### config.mk
export PLATFORM = sky130hd
export DESIGN_NAME = supply_sequencer
export DESIGN_NICKNAME = d
export VERILOG_FILES = /design/src/rtl/supply_seq_pkg.sv /design/src/rtl/seq_enable_mon.sv /design/src/rtl/seq_uv_timer.sv /design/src/rtl/seq_fsm.sv /design/src/rtl/supply_sequencer.sv
export SDC_FILE = /design/constraint.sdc
export NUM_CORES = 1
export LEC_CHECK = 0
export ABC_AREA = 0
export CORE_MARGIN = 2
export CORE_UTILIZATION = 53
export DETAILED_ROUTE_END_ITERATION = 10
export DONT_BUFFER_PORTS = 1
export PLACE_DENSITY = 0.8
export SETUP_SLACK_MARGIN = 0.1
export SYNTH_ARGS = -nofsm -noshare
export SYNTH_HDL_FRONTEND = slang
export SYNTH_SLANG_ARGS = --single-unit
### constraint.sdc
create_clock -name clk -period 2.1 [get_ports clk]
set_input_delay 0.105 -clock clk [delete_from_list [all_inputs] [get_ports clk]]
set_output_delay 0.105 -clock clk [all_outputs]
set_load 0.01 [all_outputs]
### src/rtl/supply_seq_pkg.sv
package supply_seq_pkg;
  typedef enum logic [2:0] {
    SEQ_OFF   = 3'd0,
    SEQ_AUX   = 3'd1,
    SEQ_MAIN  = 3'd2,
    SEQ_HOLD  = 3'd3,
    SEQ_LATCH = 3'd4
  } seq_state_t;
endpackage

### src/rtl/seq_enable_mon.sv
module seq_enable_mon (
  input  logic clk,
  input  logic rst_n,
  input  logic en_i,
  input  logic en_pol_i,
  input  logic in_uv_i,
  output logic enabled_o,
  output logic toggle_o
);
  logic en_q;
  logic uv_q;

  // polarity select: high polarity means an active-low enable pin
  assign enabled_o = en_pol_i ? ~en_i : en_i;

  always_ff @(posedge clk) begin
    if (!rst_n) begin
      en_q <= 1'b0;
      uv_q <= 1'b0;
    end else begin
      en_q <= en_i;
      uv_q <= in_uv_i;
    end
  end

  assign toggle_o = (en_i ^ en_q) | (in_uv_i ^ uv_q);
endmodule

### src/rtl/seq_uv_timer.sv
module seq_uv_timer #(
  parameter int TMR_LIMIT = 50000
) (
  input  logic clk,
  input  logic rst_n,
  input  logic running_i,
  input  logic uv_any_i,
  output logic expire_o
);
  localparam int CNT_W = $clog2(TMR_LIMIT + 1);
  localparam logic [CNT_W-1:0] LAST = CNT_W'(TMR_LIMIT - 1);

  logic [CNT_W-1:0] cnt_q;
  logic             active;

  assign active   = running_i & uv_any_i;
  assign expire_o = active & (cnt_q == LAST);

  always_ff @(posedge clk) begin
    if (!rst_n) begin
      cnt_q <= '0;
    end else if (!active) begin
      cnt_q <= '0;
    end else if (!expire_o) begin
      cnt_q <= cnt_q + 1'b1;
    end
  end
endmodule

### src/rtl/seq_fsm.sv
module seq_fsm
  import supply_seq_pkg::*;
(
  input  logic clk,
  input  logic rst_n,
  input  logic fault_i,
  input  logic boot_gt_main_i,
  input  logic boot_low_i,
  input  logic expire_i,
  input  logic rearm_i,
  output logic run_aux_o,
  output logic run_main_o,
  output logic latched_o
);
  seq_state_t st_q, st_d;

  always_comb begin
    st_d = st_q;
    unique case (st_q)
      SEQ_OFF:   if (!fault_i) st_d = SEQ_AUX;
      SEQ_AUX: begin
        if (expire_i)            st_d = SEQ_LATCH;
        else if (fault_i)        st_d = SEQ_HOLD;
        else if (boot_gt_main_i) st_d = SEQ_MAIN;
      end
      SEQ_MAIN: begin
        if (expire_i)     st_d = SEQ_LATCH;
        else if (fault_i) st_d = SEQ_HOLD;
      end
      SEQ_HOLD:  if (!fault_i && boot_low_i) st_d = SEQ_AUX;
      SEQ_LATCH: if (rearm_i) st_d = SEQ_OFF;
      default:   st_d = SEQ_OFF;
    endcase
  end

  always_ff @(posedge clk) begin
    if (!rst_n) st_q <= SEQ_OFF;
    else        st_q <= st_d;
  end

  assign run_aux_o  = (st_q == SEQ_AUX) | (st_q == SEQ_MAIN);
  assign run_main_o = (st_q == SEQ_MAIN);
  assign latched_o  = (st_q == SEQ_LATCH);
endmodule

### src/rtl/supply_sequencer.sv
module supply_sequencer #(
  parameter int TMR_LIMIT = 50000
) (
  input  logic clk,
  input  logic rst_n,
  input  logic supply_on_i,
  input  logic ref_ok_i,
  input  logic in_uv_i,
  input  logic in_ov_i,
  input  logic ovc_i,
  input  logic en_i,
  input  logic en_pol_i,
  input  logic boot_gt_main_i,
  input  logic boot_low_i,
  input  logic out_uv_a_i,
  input  logic out_uv_b_i,
  output logic run_aux_o,
  output logic run_main_o,
  output logic latched_off_o
);
  logic enabled;
  logic toggle;
  logic expire;
  logic fault;
  logic uv_any;
  logic rearm;

  seq_enable_mon u_en (
    .clk       (clk),
    .rst_n     (rst_n),
    .en_i      (en_i),
    .en_pol_i  (en_pol_i),
    .in_uv_i   (in_uv_i),
    .enabled_o (enabled),
    .toggle_o  (toggle)
  );

  assign uv_any = out_uv_a_i | out_uv_b_i;
  assign fault  = ~supply_on_i | ~ref_ok_i | in_uv_i | in_ov_i | ovc_i | ~enabled;
  assign rearm  = toggle & boot_low_i & ~uv_any;

  seq_uv_timer #(.TMR_LIMIT(TMR_LIMIT)) u_tmr (
    .clk       (clk),
    .rst_n     (rst_n),
    .running_i (run_aux_o),
    .uv_any_i  (uv_any),
    .expire_o  (expire)
  );

  seq_fsm u_fsm (
    .clk            (clk),
    .rst_n          (rst_n),
    .fault_i        (fault),
    .boot_gt_main_i (boot_gt_main_i),
    .boot_low_i     (boot_low_i),
    .expire_i       (expire),
    .rearm_i        (rearm),
    .run_aux_o      (run_aux_o),
    .run_main_o     (run_main_o),
    .latched_o      (latched_off_o)
  );
endmodule

Word level (Yosys, flattened, before mapping)
Cells that the tools add are included.
- $add $sub $neg: 1
- multiply operators: 0
- divide/modulo/power cells: 0
- $lt $le $gt $ge: 0
- equality and inequality tests: 10
- shift-type cells: 0
- mux-type cells: 10
- bitwise gates (word level): 19
- reduce and logical (&&, ||, !) cells: 5
- operators by type and width (cell ; number):
    two-way mux 3 bit ; 8
    adder 16 x 1 -> 16 bit (second input constant) ; 1
    equality test 16 bit (second input constant) ; 1
    one-hot mux 3 bit (5 select lines) ; 1
    OR 1 bit ; 8
    equality test 3 x 2 -> 1 bit (second input constant) ; 2
    inverter 1 bit ; 5
    AND reduction 5 bit ; 1
    AND 1 bit ; 4
    != test 2 x 1 -> 1 bit (second input constant) ; 2
    != test 4 x 3 -> 1 bit (second input constant) ; 1
    equality test 3 x 1 -> 1 bit (second input constant) ; 1
    equality test 3 bit (second input constant) ; 1
    zero test 3 bit ; 1
    != test 3 x 1 -> 1 bit (second input constant) ; 1
    != test 2 bit (second input constant) ; 1
    AND reduction 2 bit ; 1
    bitwise XOR 1 bit ; 2
    logical AND 1 bit ; 1
    zero test 1 bit ; 1
    two-way mux 1 bit ; 1
- flip-flop bits (word level): 21
- latch bits: 0
- bits in writable memories: 0
- ROM bits: 0
- input port bits: 13
- logic and storage cells: 49
- memories: 0

Logic depth before layout (Yosys ltp)
- depth after elaboration: 10
- gate-level depth with buffers: 7
- mapped depth without buffers: 6

Modules after synthesis
From an unflattened synthesis, not the netlist that was laid out.
- cells, all modules: 134
- area total of the unflattened synthesis: 1223.7 µm²
- modules (own cells, without submodules) (module ; times used ; cells each ; area each (µm²)):
    seq_uv_timer ; 1 ; 95 ; 875.8
    seq_fsm ; 1 ; 26 ; 230.2
    seq_enable_mon ; 1 ; 8 ; 83.8
    supply_sequencer ; 1 ; 5 ; 33.8

Worst setup path after synthesis
No wires, ideal clock.
- kind: register -> register
- start: register u_tmr.cnt_q[7]
- end: register u_tmr.cnt_q[1]
- library setup time: 0.128 ns
- data arrival time: 1.686 ns
- slack: 0.286 ns
- stages on the path, launching flop included: 6
- buffers on the path: 0
- cells stage by stage: dfxtp_1 or4b_4 nor4b_4 and3_4 mux2i_1 nor2_1
- longest elaborated chain between the ends: 2
- ends and longest elaborated chain (item ; line ; source):
    from (decl) ; seq_uv_timer.sv:13 ; logic [CNT_W-1:0] cnt_q;
    from (signal assigned) ; seq_uv_timer.sv:25 ; cnt_q <= cnt_q + 1'b1;
    equality test 16 bit ; seq_uv_timer.sv:17 ; assign expire_o = active & (cnt_q == LAST);
    AND 1 bit ; seq_uv_timer.sv:17 ;
No other way between the ends.
A chain may end at the register's enable or synchronous reset.

Worst setup path after layout
- start: register u_tmr.cnt_q[7]
- end: register u_fsm.st_q[1]
- longest elaborated chain between the ends: 4
- elaborated cells on any way between the ends: 8
- those cells by class: eq/ne: 3; mux: 3; bitwise: 1; reduce/logical: 1
- ends and longest elaborated chain (item ; line ; source):
    equality test 16 bit * ; seq_uv_timer.sv:17 ;
    AND 1 bit * ; seq_uv_timer.sv:17 ;
    != test 4 x 3 -> 1 bit (no source line), or another cell as far along ; n/a ;
    AND reduction 5 bit (no source line) / one-hot mux 3 bit (5 select lines) (equally long branches) ; n/a ;
    to (signal assigned) ; seq_fsm.sv:38 ; else st_q <= st_d;
    to (decl) ; seq_fsm.sv:15 ; seq_state_t st_q, st_d;
Mark *: on every way between the ends. The rest lies on a longest branch, timed or not.

==> flow_metrics.env <==
export IMPL_run_status="finished clean"
export IMPL_synth_distinct_cells=37
export IMPL_powerDensity_nw_per_um2=772.4
export IMPL_placement_rows=16
export IMPL_cpPeakStageDelay_ns=0.55
export IMPL_die_w_microns=50.04
export IMPL_grt_setup_unrepaired="false"
export IMPL_cts_resized=0
export IMPL_synth_area_mux_share_pct=1.782
export IMPL_gr_met2_demand_resource_pct=34.21
export IMPL_grtUsageMet1_pct=21.95
export IMPL_cts_sink_count=21
export IMPL_synth_compound_area_share_pct=11.02
export IMPL_grt_pass1_vias=862
export IMPL_avgViaCountPerCell=5.780
export IMPL_antenna_violations_before_repair=0
export IMPL_clock_network_latency_to_the_later_pin_of_the_worst_skew_pair_ns=0.30
export IMPL_finalClockSkew_ns=0.0009788
export IMPL_design_power_total_mw=0.9317
export IMPL_grt_start_max_net_pins=16
export IMPL_synth_top_family_by_area="simple AND/OR/NAND/NOR gates"
export IMPL_slew_violations=0
export IMPL_crit_path_top_delay_cell="or4b_4"
export IMPL_worstPathRequired_ns=2.31
export IMPL_wirelength_microns=2147
export IMPL_mappedNetlistArea_sq_um=1124
export IMPL_post_route_cell_area_sq_um=1206
export IMPL_insertedDiodeCount=0
export IMPL_syn_mean_instance_area_sq_um=8.778
export IMPL_ir_drop_mv=0.5620
export IMPL_buf_inv_on_cp=1
export IMPL_grt_ovfl_total=0
export IMPL_tritoncts_num_buffers=3
export IMPL_nature_of_the_critical_path_endpoint="flip-flop"
export IMPL_crit_reg2reg_launch="u_tmr.cnt_q[7]"
export IMPL_synthToLayoutAreaGrowth_pct=7.350
export IMPL_floorplan_initialDensity_pct=56.69
export IMPL_synth_xor_area_share_pct=14.03
export IMPL_worstHoldStart="rst_n"
export IMPL_cts_root_buf="clkbuf_4"
export IMPL_grt_met3_usage_pct=3.939
export IMPL_io_buffers=0
export IMPL_drt_first_pass_iters=4
export IMPL_first_iter_violations=24
export IMPL_die_h_microns=50.04
export IMPL_detail_route_antenna_nets=0
export IMPL_critical_path_class="reg -> reg"
export IMPL_first_pass_grt_wire_length_microns=3691
export IMPL_synth_top_area_share_pct=37.42
export IMPL_clock_path_buffers=2
export IMPL_library_cell_with_the_largest_summed_area_after_synthesis="dfxtp_1"
export IMPL_clk_transition_reported_paths_ns=0.11
export IMPL_maxSlewHeadroom_pct=59.71
export IMPL_synth_nets=142
export IMPL_gp_congestion=0.7355
export IMPL_setup_tns_final_ns=0
export IMPL_num_vias=919
export IMPL_crit_path_max_fanout=6
export IMPL_grt_busiest_layer="met2"
export IMPL_pin_count=16
export IMPL_ys_warnings_count=0
export IMPL_fraction_of_the_mapped_netlist_area_in_adder_cells_pct=1.114
export IMPL_achievable_frequency_mhz=539.2
export IMPL_post_synth_main_area_contributors="dfxtp_1, nor2_1, xnor2_1, xor2_1, nand3_1"
export IMPL_final_common_cell="nor2_1"
export IMPL_wl_per_cell_microns=13.50
export IMPL_yosys_area_share_simple_pct=32.96
export IMPL_critical_path_arrival_ns=2.07
export IMPL_synth_sequential_area_ratio_pct=37.42
export IMPL_timing_critical_path_from="u_tmr.cnt_q[7]"
export IMPL_critical_path_cell_chain="or4b_4 -> nor4b_4 -> buf_4 -> nand3_2 -> o2111a_1 -> o21a_1"
export IMPL_final_cell_mix="nor2_1, dfxtp_1, nand3_1"
export IMPL_fin_crit_ns=1.855
export IMPL_drive_gt1_share_pct=9.091
export IMPL_tritoncts="built"
export IMPL_area_of_the_core_sq_um=1982
export IMPL_report_final_setup_viol=0
export IMPL_slew_at_the_pin_with_the_worst_max_slew_slack_ns=0.5988
export IMPL_max_cap_violations=0
export IMPL_post_route_drc_count=0
export IMPL_ys_seq_elements=21
export IMPL_total_count_of_hold_check_failures_in_the_final_report=0
export IMPL_track_usage_pct=19.34
export IMPL_crit_family="simple AND/OR/NAND/NOR gates"
export IMPL_design_die_area_sq_um=2504
export IMPL_p_leak_nw=0.3878
export IMPL_design_final_nets=147
export IMPL_layout_worst_path_cycle_share_pct=88.31
export IMPL_synthCells=128
export IMPL_place_hpwl_microns=1631
export IMPL_worst_min_path_class="in -> reg"
export IMPL_critPathLaunchType="flip-flop"
export IMPL_postPlaceCellArea_sq_um=1142
export IMPL_cts_htree_levels=1
report_power, final:
part,switching [mW],total [mW],internal [mW]
clock network,0.117,0.192,0.0741
logic,0.153,0.262,0.110
registers,0.0518,0.478,0.426
total,0.322,0.932,0.610
per-stage QoR:
step / util (%) / setup slack (ns) / hold slack (ns) / std cells
final: 60.86 / 0.2454 / 0.07634 / 159
after global routing: 60.86 / 0.1236 / 0.09265 / 159
after global placement: 57.64 / 0.2209 / 0.2266 / 151
after detailed placement: 57.64 / 0.1501 / 0.2321 / 151
after floorplan: - / 0.2863 / 0.2225 / 128
after CTS: 60.48 / 0.1458 / 0.08322 / 158
cells in the mapped netlist (all sizes together):
| cell | instances |
|---|---|
| and2 | 2 |
| ha | 1 |
| nand3 | 12 |
| mux2i | 2 |
| nor3 | 3 |
| or4b | 1 |
| dfxtp | 21 |
| inv | 1 |
| and3 | 5 |
| or3 | 1 |
| a31oi | 3 |
| nand2 | 7 |
| nor4 | 1 |
| nor3b | 2 |
| xnor2 | 9 |
| o21a | 1 |
| nor4b | 1 |
| o221ai | 1 |
| nand4 | 1 |
| a21oi | 3 |
| nor2b | 3 |
| o211ai | 2 |
| o2111a | 1 |
| clkbuf | 4 |
| nor2 | 22 |
| o21ai | 1 |
| a311oi | 1 |
| nand4bb | 1 |
| a41oi | 1 |
| nand2b | 3 |
| a311o | 1 |
| a21boi | 1 |
| xor2 | 9 |
path summary, 6_finish.rpt:
path	slack [ns]	depth (start not counted)	end
worst max-delay path	0.25	6	u_fsm.st_q[1]
worst min-delay path	0.08	4	u_fsm.st_q[0]
worst max register to register	0.25	6	u_fsm.st_q[1]
worst min register to register	0.54	1	u_tmr.cnt_q[2]
layout make-up:
cell class / count / area, sq um
Clock buffer: 4 / 26.28
Fill cell: 176 / 775.7
Inverter: 1 / 3.754
Multi-Input combinational cell: 102 / 684.4
Sequential cell: 21 / 420.4
Tap cell: 27 / 33.78
Timing Repair Buffer: 4 / 37.54
repair_timing:
action	CTS	global route
hold buffers	3	0
buffers inserted	0	1
setup endpoints to repair	0	4
hold endpoints to repair	6	0
metal layers:
| metal | share of wire, % | routed length (microns) |
|---|---|---|
| met1 | 44 | 938 |
| met2 | 50 | 1075 |
| met3 | 5.1 | 110 |
| met4 | 1.1 | 23 |
| met5 | 0 | 0 |
registers in the layout (all words and copies together) (netlist names):
name	cells
u_tmr.cnt_q	16
u_en.en_q	1
u_en.uv_q	1
u_fsm.st_q	3
worst reg2reg max path, stage by stage, from the launching register on:
cell      delay (ns)
dfxtp_1         0.35
or4b_4          0.55
nor4b_4         0.21
buf_4           0.18
nand3_2         0.14
o2111a_1        0.17
o21a_1          0.16
cell families after synthesis:
kind of cell / Yosys count
and+or+nand+nor: 65
DFF: 21
xor gates and xnor gates: 18
AOI/OAI and AO/OA: 16
buffers and inverters: 5
muxes: 2
adders and majority gates: 1
Power figures use the tool's default switching activity.
